[src/rtl/ide_seq_pkg.sv]
package ide_seq_pkg;

   localparam logic [7:0] ST_BUSY    = 8'h80;
   localparam logic [7:0] ST_DISK_OK = 8'h50;
   localparam logic [7:0] ST_PKT_OK  = 8'h40;
   localparam logic [7:0] ST_ERR     = 8'h41;

   localparam int DISK_SHIFT = 9;
   localparam int PKT_SHIFT  = 11;

   typedef enum logic [2:0] {
      D_NONE,
      D_WAIT,
      D_END,
      D_CHUNK,
      D_COPY,
      D_XFER,
      D_ERR
   } dec_e;

   typedef enum logic {
      S_IDLE,
      S_STOR
   } state_e;

endpackage

[src/rtl/ide_seq_setup.sv]
module ide_seq_setup
   import ide_seq_pkg::*;
#(
   parameter int NSEC_W = 8,
   parameter int LBA_W  = 24,
   parameter int PKT_W  = 20,
   parameter int REM_W  = 20,
   parameter int OFF_W  = 36
)(
   input  logic              pkt_i,
   input  logic [NSEC_W-1:0] nsec_i,
   input  logic [LBA_W-1:0]  lba_i,
   input  logic [PKT_W-1:0]  pktsz_i,
   output logic [REM_W-1:0]  total_o,
   output logic [OFF_W-1:0]  base_o,
   output logic              no_addr_o
);

   localparam int DISK_TOT_W = NSEC_W + DISK_SHIFT;

   if (DISK_TOT_W > REM_W) begin : g_chk_rem_disk
      $error("REM_W too small for the disk byte count");
   end
   if (PKT_W > REM_W) begin : g_chk_rem_pkt
      $error("REM_W too small for the packet byte count");
   end
   if (LBA_W + PKT_SHIFT >= OFF_W) begin : g_chk_off
      $error("OFF_W too small for the scaled block address");
   end

   logic [REM_W-1:0] disk_tot, pkt_tot;
   logic [OFF_W-1:0] disk_base, pkt_base;

   always_comb begin
      disk_tot  = REM_W'(nsec_i) << DISK_SHIFT;
      pkt_tot   = REM_W'(pktsz_i);
      disk_base = OFF_W'(lba_i) << DISK_SHIFT;
      pkt_base  = OFF_W'(lba_i) << PKT_SHIFT;
      total_o   = pkt_i ? pkt_tot  : disk_tot;
      base_o    = pkt_i ? pkt_base : disk_base;
      no_addr_o = pkt_i && (&lba_i);
   end

endmodule

[src/rtl/ide_seq_decide.sv]
module ide_seq_decide
   import ide_seq_pkg::*;
(
   input  state_e state_i,
   input  logic   chunk_req_i,
   input  logic   stor_done_i,
   input  logic   stor_err_i,
   input  logic   active_i,
   input  logic   rem_zero_i,
   input  logic   len_zero_i,
   input  logic   no_addr_i,
   output dec_e   dec_o
);

   always_comb begin
      dec_o = D_NONE;
      if (state_i == S_IDLE) begin
         if (chunk_req_i) begin
            if (!active_i)       dec_o = D_WAIT;
            else if (rem_zero_i) dec_o = D_END;
            else if (len_zero_i) dec_o = D_CHUNK;
            else if (no_addr_i)  dec_o = D_COPY;
            else                 dec_o = D_XFER;
         end
      end else if (stor_done_i) begin
         if (stor_err_i)      dec_o = D_ERR;
         else if (rem_zero_i) dec_o = D_END;
         else                 dec_o = D_CHUNK;
      end
   end

endmodule

[src/rtl/ide_dma_seq.sv]
module ide_dma_seq
   import ide_seq_pkg::*;
#(
   parameter int NSEC_W = 8,
   parameter int LBA_W  = 24,
   parameter int PKT_W  = 20,
   parameter int LEN_W  = 16,
   localparam int REM_W = ((NSEC_W + DISK_SHIFT) > PKT_W) ? (NSEC_W + DISK_SHIFT) : PKT_W,
   localparam int OFF_W = LBA_W + PKT_SHIFT + 1
)(
   input  logic              clk,
   input  logic              rst_n,
   input  logic              start_i,
   input  logic              start_pkt_i,
   input  logic [NSEC_W-1:0] start_nsec_i,
   input  logic [LBA_W-1:0]  start_lba_i,
   input  logic [PKT_W-1:0]  start_pktsz_i,
   input  logic              chunk_req_i,
   input  logic [LEN_W-1:0]  chunk_len_i,
   input  logic              stor_done_i,
   input  logic              stor_err_i,
   output logic              xfer_go_o,
   output logic [OFF_W-1:0]  xfer_off_o,
   output logic [LEN_W-1:0]  xfer_len_o,
   output logic              copy_go_o,
   output logic [LEN_W-1:0]  copy_len_o,
   output logic              chunk_done_o,
   output logic              wait_o,
   output logic              cmd_done_o,
   output logic              irq_o,
   output logic              dma_err_o,
   output logic              pkt_err_o,
   output logic [7:0]        status_o,
   output logic              active_o,
   output logic              overrun_o
);

   if (LEN_W > REM_W) begin : g_chk_len
      $error("LEN_W must not exceed the remaining-count width");
   end

   state_e           state;
   logic             active, is_pkt, no_addr, overrun;
   logic [REM_W-1:0] rem, idx;
   logic [OFF_W-1:0] base;
   logic [7:0]       status;

   logic [REM_W-1:0] st_total;
   logic [OFF_W-1:0] st_base;
   logic             st_no_addr;
   dec_e             dec;
   logic [REM_W-1:0] len_ext;
   logic [LEN_W-1:0] copy_len;
   logic             accept;

   ide_seq_setup #(
      .NSEC_W(NSEC_W), .LBA_W(LBA_W), .PKT_W(PKT_W),
      .REM_W(REM_W), .OFF_W(OFF_W)
   ) u_setup (
      .pkt_i    (start_pkt_i),
      .nsec_i   (start_nsec_i),
      .lba_i    (start_lba_i),
      .pktsz_i  (start_pktsz_i),
      .total_o  (st_total),
      .base_o   (st_base),
      .no_addr_o(st_no_addr)
   );

   ide_seq_decide u_decide (
      .state_i    (state),
      .chunk_req_i(chunk_req_i),
      .stor_done_i(stor_done_i),
      .stor_err_i (stor_err_i),
      .active_i   (active),
      .rem_zero_i (rem == '0),
      .len_zero_i (chunk_len_i == '0),
      .no_addr_i  (no_addr),
      .dec_o      (dec)
   );

   always_comb begin
      accept   = start_i && !active;
      len_ext  = REM_W'(chunk_len_i);
      copy_len = (len_ext < rem) ? chunk_len_i : LEN_W'(rem);
   end

   always_ff @(posedge clk) begin
      if (!rst_n) begin
         state        <= S_IDLE;
         active       <= 1'b0;
         is_pkt       <= 1'b0;
         no_addr      <= 1'b0;
         overrun      <= 1'b0;
         rem          <= '0;
         idx          <= '0;
         base         <= '0;
         status       <= 8'h00;
         xfer_go_o    <= 1'b0;
         xfer_off_o   <= '0;
         xfer_len_o   <= '0;
         copy_go_o    <= 1'b0;
         copy_len_o   <= '0;
         chunk_done_o <= 1'b0;
         wait_o       <= 1'b0;
         cmd_done_o   <= 1'b0;
         irq_o        <= 1'b0;
         dma_err_o    <= 1'b0;
         pkt_err_o    <= 1'b0;
      end else begin
         xfer_go_o    <= 1'b0;
         xfer_off_o   <= '0;
         xfer_len_o   <= '0;
         copy_go_o    <= 1'b0;
         copy_len_o   <= '0;
         chunk_done_o <= 1'b0;
         wait_o       <= 1'b0;
         cmd_done_o   <= 1'b0;
         irq_o        <= 1'b0;
         dma_err_o    <= 1'b0;
         pkt_err_o    <= 1'b0;

         if (start_i && active) begin
            overrun <= 1'b1;
         end

         if (accept) begin
            active  <= 1'b1;
            is_pkt  <= start_pkt_i;
            no_addr <= st_no_addr;
            rem     <= st_total;
            idx     <= '0;
            base    <= st_base;
            status  <= ST_BUSY;
            overrun <= 1'b0;
            state   <= S_IDLE;
         end else begin
            unique case (dec)
               D_WAIT: begin
                  wait_o <= 1'b1;
               end
               D_CHUNK: begin
                  chunk_done_o <= 1'b1;
                  state        <= S_IDLE;
               end
               D_END: begin
                  chunk_done_o <= 1'b1;
                  cmd_done_o   <= 1'b1;
                  irq_o        <= 1'b1;
                  status       <= is_pkt ? ST_PKT_OK : ST_DISK_OK;
                  active       <= 1'b0;
                  state        <= S_IDLE;
               end
               D_COPY: begin
                  copy_go_o    <= 1'b1;
                  copy_len_o   <= copy_len;
                  rem          <= '0;
                  chunk_done_o <= 1'b1;
                  cmd_done_o   <= 1'b1;
                  irq_o        <= 1'b1;
                  status       <= ST_PKT_OK;
                  active       <= 1'b0;
               end
               D_XFER: begin
                  xfer_go_o  <= 1'b1;
                  xfer_off_o <= base + OFF_W'(idx);
                  xfer_len_o <= chunk_len_i;
                  idx        <= idx + len_ext;
                  rem        <= (len_ext >= rem) ? '0 : rem - len_ext;
                  state      <= S_STOR;
               end
               D_ERR: begin
                  dma_err_o    <= !is_pkt;
                  pkt_err_o    <= is_pkt;
                  chunk_done_o <= 1'b1;
                  cmd_done_o   <= 1'b1;
                  irq_o        <= 1'b1;
                  status       <= ST_ERR;
                  active       <= 1'b0;
                  state        <= S_IDLE;
               end
               default: ;
            endcase
         end
      end
   end

   assign status_o  = status;
   assign active_o  = active;
   assign overrun_o = overrun;

   // a wait is only ever signalled for an inactive command
   a_r4_wait_inactive: assert property (@(posedge clk) disable iff (!rst_n)
      wait_o |-> !active_o);

   // completion, wait and transfer issue are mutually exclusive
   a_r10_one_outcome: assert property (@(posedge clk) disable iff (!rst_n)
      $onehot0({chunk_done_o, wait_o, xfer_go_o}));

   // an interrupt always accompanies the end of the command
   a_r6_irq_ends_cmd: assert property (@(posedge clk) disable iff (!rst_n)
      irq_o |-> (!active_o && chunk_done_o && cmd_done_o));

   // error pulses carry the error status
   a_r8_err_status: assert property (@(posedge clk) disable iff (!rst_n)
      (dma_err_o || pkt_err_o) |-> (status_o == ST_ERR && !active_o));

   // overrun only rises after a start that met an active command
   a_r11_overrun_cause: assert property (@(posedge clk) disable iff (!rst_n)
      $rose(overrun_o) |-> ($past(active_o) && $past(start_i)));

   // a transfer is issued only for an active command and then awaits storage
   a_r3_xfer_active: assert property (@(posedge clk) disable iff (!rst_n)
      xfer_go_o |-> (active_o && state == S_STOR));

   // a storage completion is answered on the very next cycle
   a_r12_stor_answer: assert property (@(posedge clk) disable iff (!rst_n)
      (state == S_STOR && stor_done_i && !start_i) |=> chunk_done_o);

endmodule

[config.mk]
export PLATFORM = sky130hd
export DESIGN_NAME = ide_dma_seq
export DESIGN_NICKNAME = d
export VERILOG_FILES = /design/src/rtl/ide_seq_pkg.sv /design/src/rtl/ide_seq_setup.sv /design/src/rtl/ide_seq_decide.sv /design/src/rtl/ide_dma_seq.sv
export SDC_FILE = /design/constraint.sdc
export NUM_CORES = 1
export LEC_CHECK = 0
export BUFFER_PORTS_ARGS = -buffer_cell sky130_fd_sc_hd__buf_2
export CELL_PAD_IN_SITES_DETAIL_PLACEMENT = 1
export CELL_PAD_IN_SITES_GLOBAL_PLACEMENT = 1
export CORE_MARGIN = 1
export CORE_UTILIZATION = 35
export CTS_CLUSTER_SIZE = 30
export DETAILED_ROUTE_END_ITERATION = 16
export PLACE_DENSITY_LB_ADDON = 0.08
export SYNTH_ARGS = -nofsm -noshare
export SYNTH_HDL_FRONTEND = slang
export SYNTH_HIERARCHICAL = 1
export SYNTH_SLANG_ARGS = --single-unit
[constraint.sdc]
create_clock -name clk -period 3.16 [get_ports clk]
set_clock_uncertainty 0.15 [all_clocks]
set_input_delay 0.948 -clock clk [delete_from_list [all_inputs] [get_ports clk]]
set_output_delay 0.948 -clock clk [all_outputs]
set_load 0.01 [all_outputs]
==> impl_metrics.py, run 1 <==
metrics = {
    "layout": {
        "register_area_mm2": 0.00320,
        "syn2layout_area_growth_pct": 29.6,
        "fillers": 3023,
        "layout-drive-gt1-share": 0.282,
        "multi_input_area_mm2": 0.00537,
        "layout.cells.non_filler": 1657,
        "finalNetCount": 1448,
    },
    "floorplanning": {
        "coreArea_mm2": 0.0246,
        "dieArea_mm2": 0.0260,
        "initial_core_util": 0.361,
        "die_y_um": 161,
        "rows": 57,
        "die_w_um": 161,
        "pin_count": 161,
    },
    "yosys": {
        "synth_top_cell_by_area": "dfxtp_1",
        "synthTopCellsByArea": "dfxtp_1 (36%), ha_1 (7.3%), nand2_1 (5.9%)",
        "synth-seq-cells": 160,
        "synth_area_mm2": 0.00889,
        "yosys_warnings": 6,
        "synth_ff_type": "dfxtp_1",
        "ys_seq_area_frac": 0.360,
        "synth_cells": 1072,
        "synth_edf_count": 0,
        "synth_cell_types": 73,
        "avgSynthCellArea_um2": 8.29,
        "async_reset_ff_frac": 0,
        "post-synth-top-area-fraction": 0.360,
    },
    "clock_tree": {
        "cts_buffer_depth": 2,
        "clock_latency_ps": 440,
        "holdBufCountCts": 0,
        "cts_made_buffers": 17,
        "cts.clk_slew.worst_paths_ps": 70,
        "clkSinkCount": 160,
        "cts_tree": "built",
        "htreeDepth": 4,
        "post_cts_buffers": 0,
        "cts_root_buffer": "clkbuf_16",
    },
    "routing": {
        "met2_length_um": 14000,
        "via_per_inst": 5.13,
        "dr.pass1.iters": 8,
        "drtIter0Drc": 450,
        "drc": 0,
        "detail-route-antenna-nets": 0,
        "wire_per_inst_um": 17.9,
        "routedLengthMet1_um": 14400,
        "vias": 8508,
        "routed.top_layer": "met4",
        "routed_wl_um": 29700,
        "met3_wirelength_um": 850,
    },
    "critical_path": {
        "crit_type": "in2reg",
        "reg2reg_depth": 10,
        "required_ps": 3380,
        "cp.arrival_ps": 3270,
        "slowest_delay_ps": 380,
        "rr_startpoint": "idx[1]$_SDFFE_PP0P_",
        "critPathSlowestCell": "or3_1",
        "reg2reg_to": "xfer_off_o[29]$_SDFF_PP0_",
        "crit_start": "chunk_len_i[10]",
        "crit_fanout": 4,
        "endpoint": "rem[17]$_SDFFE_PN0P_",
        "crit_chain": "buf_2, inv_1, ha_4, o21a_1, o211ai_1, or3_1, o21ba_2, nor3_4, buf_4, nand3b_1, mux2_2, nand3_2",
        "r2r_slack_ps": 220,
        "crit_path_end_kind": "flip-flop",
        "setup.worst_path.start_class": "input pin",
    },
    "timing": {
        "fmax_mhz": 328,
        "fin_crit_sh": 0.965,
        "fin_setup_tns_ps": 0,
        "period_needed_ps": 3050,
        "hold_ws_ps": 320,
        "fin_ws_ps": 111,
        "rsz0062_at_grt": "yes",
        "setup_viol": 0,
        "finalHoldViolCount": 0,
        "maxSlewViolCount": 0,
    },
    "global_routing": {
        "grtUsageTotal": 0.234,
        "grt_overflow_total": 0,
        "grt_max_degree": 30,
        "grt_pass1_wl_um": 47700,
        "grt_pass1_vias": 8834,
        "antenna_found_initial": 2,
    },
    "power": {
        "ir_worst_vdd_mv": 0.271,
        "power_density_mw_per_mm2": 471,
        "power.leakage_nw": 5.18,
    },
    "min_path": {
        "min_from": "base[6]$_SDFFE_PN0P_",
        "hp-class": "reg2reg",
        "whs_path_depth": 2,
    },
    "place": {
        "dp_cells": 1623,
        "pre_cts_ws_ps": -352,
        "hpwl_um": 23300,
        "routabilityCongestion": 0.857,
        "io_buffers": 156,
    },
    "status": {
        "status": "completed",
    },
    "job": {
        "cap_viol_max_count": 0,
    },
}
synthesized netlist by cell type, drive strengths merged (27+ instances only):
cell      n
a21boi   42
a21oi    91
buf      27
clkbuf   40
dfxtp   160
ha       52
inv      30
mux2     31
nand2   141
nor2    113
nor2b    27
o21ai    37
power by group:
group	switching [mW]	leakage (nW)	internal, mW
combinational	0.549	3.57	0.446
sequential	0.0701	1.30	2.08
clock	0.991	0.310	1.29
through the flow:
step                instance area [µm²]  power [mW]  utilization
floorplan                          8970        2.78            -
global placement                  10800        3.17        0.440
detailed placement                10800        3.19        0.440
CTS                               11500        5.48        0.466
global route                      11500        5.67        0.468
finish                            11500        5.43        0.468
layout by cell type, fill, tap and decap left out, types with 6 or more instances in the layout:
cell       count
dfxtp_1      160
buf_2        156
nand2_1      140
buf_4        122
nor2_1       113
a21oi_1       89
ha_1          49
a21boi_0      40
o21ai_0       35
mux2_2        31
inv_1         30
xnor2_1       26
nor2b_1       25
xor2_1        21
nand3_1       20
and2_1        20
clkbuf_16     17
a21o_1        16
nand4_1       15
or3_1         15
conb_1        14
a222oi_1      13
o21a_1        11
a211oi_1      10
and3_1        10
nor3_1         9
nor4_1         8
o211ai_1       6
final cells by class:
class	count	share of cell area
clock buffer	17	0.0369
timing repair buffer	282	0.154
clock inverter	15	0.0191
multi-input combinational	827	0.466
tap	324	0.0352
inverter	30	0.00978
sequential	160	0.278
antenna	2	0.000434
critical path, delay by kind of cell:
family,cells,cell delay (ps)
buf+inv,3,380
fa+ha+maj,1,310
mux,1,280
simple gates,4,830
compound gates,3,520
worst min path at each step:
| stage | to |
|---|---|
| final | base[6]$_SDFFE_PN0P_ |
| after global routing | base[6]$_SDFFE_PN0P_ |
| after CTS | base[6]$_SDFFE_PN0P_ |
| after detailed placement | base[6]$_SDFFE_PN0P_ |
| after global placement | base[10]$_SDFFE_PN0P_ |
| after floorplan | dma_err_o$_SDFF_PP0_ |
what timing repair did:
| action | 4_1_cts | 5_1_grt |
|---|---|---|
| endpoints found under the setup margin | 0 | 34 |
| resized for setup | 0 | 12 |
| hold endpoints to repair | 0 | 0 |
registers in the layout, summed over array words and instances (netlist names):
signal	count
active_o	1
base	36
chunk_done_o	1
copy_go_o	1
copy_len_o	16
dma_err_o	1
idx	20
irq_o	1
is_pkt	1
no_addr	1
overrun_o	1
pkt_err_o	1
rem	20
state	1
status_o	4
wait_o	1
xfer_go_o	1
xfer_len_o	16
xfer_off_o	36
cell families after synthesis:
group	Yosys count	synth area share
xor+xnor	47	0.0463
simple gates	411	0.221
mux	33	0.0415
other cells	2	0.000845
buf+inv	97	0.0514
compound gates	267	0.198
flops	160	0.360
fa+ha+maj	55	0.0800
per-layer routing:
layer	GRT usage	vias up
li1	-	4242
met1	0.316	4087
met2	0.387	152
met3	0.0267	27
met4	0.0780	0
met5	0	-
Power figures use the tool's default switching activity.
==> run 2, diff against run 1 <==
--- a/config.mk
+++ b/config.mk
@@ -12,6 +12,7 @@
 export CORE_UTILIZATION = 35
 export CTS_CLUSTER_SIZE = 30
 export DETAILED_ROUTE_END_ITERATION = 16
+export GPL_TIMING_DRIVEN = 0
 export PLACE_DENSITY_LB_ADDON = 0.08
 export SYNTH_ARGS = -nofsm -noshare
 export SYNTH_HDL_FRONTEND = slang
==> run 2 against run 1 <==
  * Worst setup slack worse by 86 ps
  * Sequential power hardly changed
  * Core utilization fell by 0.73 points
  * Via count decreased by 1.2%
  * Global-route usage is 0.38 points lower
  * First-iteration DRC count decreased by 19%
  * Critical path depth up 2
==> impl_metrics.py, run 2 (synthesis gave the netlist of run 1 again) <==
metrics = {
    "floorplanning": {
        "rows": 57,
        "coreArea_mm2": 0.0246,
        "die_y_um": 161,
        "dieArea_mm2": 0.0260,
        "die_w_um": 161,
        "initial_core_util": 0.361,
        "pin_count": 161,
    },
    "critical_path": {
        "crit_path_end_kind": "flip-flop",
        "crit_type": "in2reg",
        "setup.worst_path.start_class": "input pin",
        "required_ps": 3380,
        "cp.arrival_ps": 3360,
        "crit_fanout": 5,
    },
    "clock_tree": {
        "cts_root_buffer": "clkbuf_16",
        "holdBufCountCts": 0,
        "cts_buffer_depth": 2,
        "clock_latency_ps": 440,
        "clkSinkCount": 160,
        "cts_tree": "built",
        "cts_made_buffers": 17,
        "htreeDepth": 4,
        "cts.clk_slew.worst_paths_ps": 70,
    },
    "layout": {
        "finalNetCount": 1409,
        "final_common_cell": "dfxtp_1",
        "layout-drive-gt1-share": 0.256,
        "syn2layout_area_growth_pct": 27.6,
        "reg_top3": "base x36, xfer_off_o x36",
        "layout_common_cells": "dfxtp_1 (159), buf_2 (156), nand2_1 (139)",
        "fin_area_mm2": 0.0113,
    },
    "global_routing": {
        "grt_max_degree": 17,
        "antenna_found_initial": 3,
        "grtUsageTotal": 0.230,
        "grt_pass1_vias": 8365,
        "grt_pass1_wl_um": 46000,
        "grt_overflow_total": 0,
    },
    "timing": {
        "finalHoldViolCount": 0,
        "fmax_mhz": 319,
        "relSlewSlack": 0.580,
        "setup_viol": 0,
        "fin_ws_ps": 24.6,
        "maxSlewViolCount": 0,
        "hold_ws_ps": 328,
        "fin_crit_sh": 0.992,
        "worstMarginPinSlew_ps": 630,
        "rsz0062_at_grt": "yes",
        "period_needed_ps": 3140,
    },
    "routing": {
        "drc": 0,
        "vias": 8404,
        "routed_wl_um": 29900,
        "drtIter0Drc": 365,
        "dr.pass1.iters": 5,
        "via_per_inst": 5.19,
        "wire_per_inst_um": 18.5,
        "detail-route-antenna-nets": 0,
    },
    "place": {
        "io_buffers": 155,
        "pre_cts_ws_ps": -1340,
        "place_area_mm2": 0.0102,
        "hpwl_um": 23000,
        "routabilityCongestion": 0.864,
    },
    "job": {
        "cap_viol_max_count": 0,
    },
    "power": {
        "power_density_mw_per_mm2": 490,
        "power.leakage_nw": 4.91,
        "ir_worst_vdd_mv": 0.308,
        "total_power_mw": 5.56,
    },
    "status": {
        "status": "completed",
    },
    "min_path": {
        "hp-class": "reg2reg",
    },
}
-- run 2: layer usage --
| metal | global-route usage | vias to the layer above | part of all wire |
|---|---|---|---|
| met5 | 0 | - | 0 |
| met4 | 0.0901 | 0 | 0.027 |
| met3 | 0.0300 | 41 | 0.032 |
| met2 | 0.387 | 150 | 0.47 |
| met1 | 0.298 | 4040 | 0.47 |
| li1 | - | 4173 | - |
-- run 2: power breakdown --
group / total [mW] / switching [mW] / internal, mW / leakage [nW]
logic: 0.992 / 0.569 / 0.422 / 3.28
clock network: 2.41 / 0.972 / 1.43 / 0.331
registers: 2.16 / 0.0739 / 2.08 / 1.30
-- run 2: final timing paths --
kind / startpoint / to / slack (ps) / depth (start not counted)
max: chunk_len_i[10] / rem[4]$_SDFFE_PN0P_ / 20 / 14
min: overrun_o$_SDFFE_PP0P_ / overrun_o$_SDFFE_PP0P_ / 330 / 2
max reg2reg: rem[1]$_SDFFE_PN0P_ / copy_len_o[7]$_SDFF_PP0_ / 150 / 9
min reg2reg: overrun_o$_SDFFE_PP0P_ / overrun_o$_SDFFE_PP0P_ / 330 / 2
-- run 2: final cells by class --
cell class | instances | area [µm²]
Antenna cell | 3 | 7.51
Buffer | 65 | 387
Clock buffer | 17 | 425
Clock inverter | 15 | 249
Fill cell | 3014 | 13300
Inverter | 30 | 124
Multi-Input combinational cell | 827 | 5530
Sequential cell | 160 | 3200
Tap cell | 324 | 405
Timing Repair Buffer | 178 | 1000
-- run 2: critical path, stage by stage --
cell and delay (ps):
buf_8 80, clkinvlp_4 160, ha_4 340, o21a_1 130
o211ai_1 160, or3_1 390, o21ba_4 200, buf_6 120
nor3_4 230, buf_6 160, buf_6 120, buf_4 110
a31oi_1 80, nor2b_1 120
-- run 2: repair_timing --
action                                  CTS  global route
endpoints found under the setup margin  105            89
pin swaps                                 1            19
hold endpoints to repair                  0             0
gates resized for setup                  26            68
buffers inserted                          1            22
-- run 2: per-stage QoR --
| stage | TNS [ps] | util | instances |
|---|---|---|---|
| CTS | 0 | 0.444 | 1596 |
| global placement | -85930 | 0.413 | 1563 |
| finish | 0 | 0.461 | 1619 |
| detailed placement | -90400 | 0.413 | 1563 |
| floorplan | 0 | - | 1084 |
| global route | -460 | 0.461 | 1619 |
==> run 3, diff against run 2 <==
--- a/config.mk
+++ b/config.mk
@@ -5,11 +5,13 @@
 export SDC_FILE = /design/constraint.sdc
 export NUM_CORES = 1
 export LEC_CHECK = 0
+export ABC_AREA = 1
 export BUFFER_PORTS_ARGS = -buffer_cell sky130_fd_sc_hd__buf_2
 export CELL_PAD_IN_SITES_DETAIL_PLACEMENT = 1
 export CELL_PAD_IN_SITES_GLOBAL_PLACEMENT = 1
 export CORE_MARGIN = 1
 export CORE_UTILIZATION = 35
+export CTS_BUF_LIST = sky130_fd_sc_hd__clkbuf_8
 export CTS_CLUSTER_SIZE = 30
 export DETAILED_ROUTE_END_ITERATION = 16
 export GPL_TIMING_DRIVEN = 0
==> run 3 against run 2 <==
  * Routed wire length grew 22%
  * Register-to-register slack improved by 100 ps
  * Worst hold slack lost 43 ps
  * Design area rose by 5.8%
  * Synthesized cell count up 44%
  * Core utilization fell by 4.3 points
  * Flip-flop and latch count stayed put
  * Via count rose by 25%
  * Non-clock buffer count is 25 lower
  * Largest power group is now sequential cells
==> impl_metrics.py, run 3 <==
metrics = {
    "timing": {
        "relSlewSlack": 0.508,
        "hold_ws_ps": 285,
        "fin_crit_sh": 0.964,
        "fin_ws_ps": 113,
        "fin_setup_tns_ps": 0,
        "maxSlewViolCount": 0,
        "period_needed_ps": 3050,
        "fmax_mhz": 328,
        "worstMarginPinSlew_ps": 738,
        "finalHoldViolCount": 0,
        "rsz0062_at_grt": "no",
        "setup_viol": 0,
    },
    "floorplanning": {
        "pin_count": 161,
        "die_w_um": 173,
        "initial_core_util": 0.355,
        "coreArea_mm2": 0.0287,
        "die_y_um": 173,
        "rows": 62,
        "dieArea_mm2": 0.0298,
    },
    "routing": {
        "drc": 0,
        "drtIter0Drc": 565,
        "routed_wl_um": 36500,
        "via_per_inst": 4.91,
        "detail-route-antenna-nets": 0,
        "dr.pass1.iters": 5,
        "wire_per_inst_um": 17.1,
        "vias": 10500,
    },
    "clock_tree": {
        "clkSinkCount": 160,
        "cts_root_buffer": "clkbuf_8",
        "cts.clk_slew.worst_paths_ps": 110,
        "cts_made_buffers": 17,
        "htreeDepth": 4,
        "cts_buffer_depth": 2,
        "clock_latency_ps": 490,
        "cts_tree": "built",
    },
    "place": {
        "hpwl_um": 30100,
        "pre_cts_ws_ps": -1120,
        "routabilityCongestion": 0.913,
        "io_buffers": 156,
        "dp_cells": 2100,
        "place_area_mm2": 0.0115,
    },
    "critical_path": {
        "crit_fanout": 10,
        "slowest_delay_ps": 400,
        "required_ps": 3390,
        "crit_type": "in2reg",
        "cp.arrival_ps": 3280,
        "critPathSlowestCell": "nor4_4",
        "path_buf_inv": 6,
        "setup.worst_path.start_class": "input pin",
        "crit_family": "simple AND/OR/NAND/NOR gates",
        "crit_chain": "buf_2, inv_2, nand4_1, nor4_4, inv_2, nand2_1, nand3_1, nand2_1, inv_1, nand2_4, nor2_4, buf_2, o21ai_0, o21bai_1, inv_1",
        "crit_path_end_kind": "flip-flop",
    },
    "yosys": {
        "synth_cell_types": 47,
        "async_reset_ff_frac": 0,
        "synth_edf_count": 0,
        "synth-seq-cells": 160,
        "synth_ff_type": "dfxtp_1",
        "post-synth-top-area-fraction": 0.314,
        "synth_area_mm2": 0.0102,
        "synth_top_cell_by_area": "dfxtp_1",
        "ys_seq_area_frac": 0.314,
        "synthTopCellsByArea": "dfxtp_1 (31%), nand2_1 (14%), inv_1 (8.0%)",
        "synthTopCellsByCount": "nand2_1 (368), inv_1 (217), nor2_1 (182), dfxtp_1 (160), a21oi_1 (131)",
        "avgSynthCellArea_um2": 6.58,
        "synth.most_common_cell": "nand2_1",
        "synth_cells": 1548,
        "yosys_warnings": 6,
    },
    "min_path": {
        "hp-class": "reg2reg",
    },
    "global_routing": {
        "grt_overflow_total": 0,
        "grt_pass1_vias": 10900,
        "grtUsageTotal": 0.249,
        "grt_max_degree": 17,
        "antenna_found_initial": 2,
        "grt_pass1_wl_um": 58300,
    },
    "layout": {
        "register_area_mm2": 0.00320,
        "fin_area_mm2": 0.0120,
        "fillers": 3869,
        "layout-drive-gt1-share": 0.188,
        "layout_common_cells": "nand2_1 (368), inv_1 (204), nor2_1 (182)",
        "finalNetCount": 1869,
        "reg_top3": "base x36, xfer_off_o x36",
        "syn2layout_area_growth_pct": 17.8,
        "final_common_cell": "nand2_1",
        "fin_util": 0.418,
        "layout.cells.non_filler": 2137,
        "multi_input_area_mm2": 0.00583,
    },
    "job": {
        "cap_viol_max_count": 0,
    },
    "status": {
        "status": "completed",
    },
    "power": {
        "ir_worst_vdd_mv": 0.219,
        "total_power_mw": 4.84,
        "power_density_mw_per_mm2": 403,
        "power.leakage_nw": 6.15,
    },
}
## run 3: changes by cell type in the layout (fill, tap and decap cells not counted), sizes merged, moves of 27 or more
cell and change:
nand2 +251, inv +200, nor2 +78, nand3 +73, o21ai +63, a21oi +52, a21boi -41, nor2b -27
## run 3: power by group
group | internal [mW] | leakage [nW] | switching, mW
registers | 2.09 | 1.30 | 0.0822
logic | 0.346 | 4.64 | 0.675
clock network | 0.727 | 0.205 | 0.913
total | 3.17 | 6.15 | 1.67
## run 3: kinds of logic after synthesis
family | Yosys count | share of synthesized area
and+or+nand+nor | 743 | 0.320
buffers and inverters | 287 | 0.121
AOI/OAI and AO/OA | 272 | 0.145
DFF | 160 | 0.314
adders and majority gates | 55 | 0.0697
xor gates and xnor gates | 21 | 0.0180
muxes | 8 | 0.0118
other | 2 | 0.000737
## run 3: worst reg2reg max path, delay by kind of cell, from the launching register on
kind / cells / cell delay, ps
simple gates: 8 / 1100
buf+inv: 4 / 780
flops: 1 / 400
compound gates: 2 / 370
## run 3: final cells by class
| class | instances | share of cell area |
|---|---|---|
| clock buffers | 17 | 0.0195 |
| multi-input cells | 1113 | 0.486 |
| flip-flops and latches | 160 | 0.267 |
| repair buffers | 161 | 0.0685 |
| plain buffers | 57 | 0.0316 |
| well taps | 384 | 0.0400 |
| clock inverters | 15 | 0.0147 |
| diodes | 1 | 0.000208 |
| inverters | 229 | 0.0727 |
## run 3: timing repair
item | 4_1_cts | 5_1_grt
cloned | 0 | 0
pin swaps | 3 | 3
buffers inserted | 3 | 2
hold buffers | 0 | 0
setup endpoints to repair | 94 | 72
gates resized for setup | 10 | 16
## run 3: metal layers
metal / track usage / vias to the layer above / share of wire
li1: - / 5315 / -
met1: 0.343 / 4920 / 0.50
met2: 0.399 / 210 / 0.44
met3: 0.0374 / 44 / 0.036
met4: 0.0770 / 0 / 0.023
met5: 0 / - / 0
## run 3: final timing paths
| path | end | startpoint | slack [ps] | cells past startpoint |
|---|---|---|---|---|
| hold reg to reg | dma_err_o$_SDFF_PP0_ | is_pkt$_SDFFE_PN0P_ | 280 | 1 |
| hold / removal | dma_err_o$_SDFF_PP0_ | is_pkt$_SDFFE_PN0P_ | 280 | 1 |
| setup reg to reg | copy_len_o[12]$_SDFF_PP0_ | rem[13]$_SDFFE_PN0P_ | 250 | 14 |
| setup / recovery | idx[3]$_SDFFE_PP0P_ | chunk_len_i[8] | 110 | 15 |
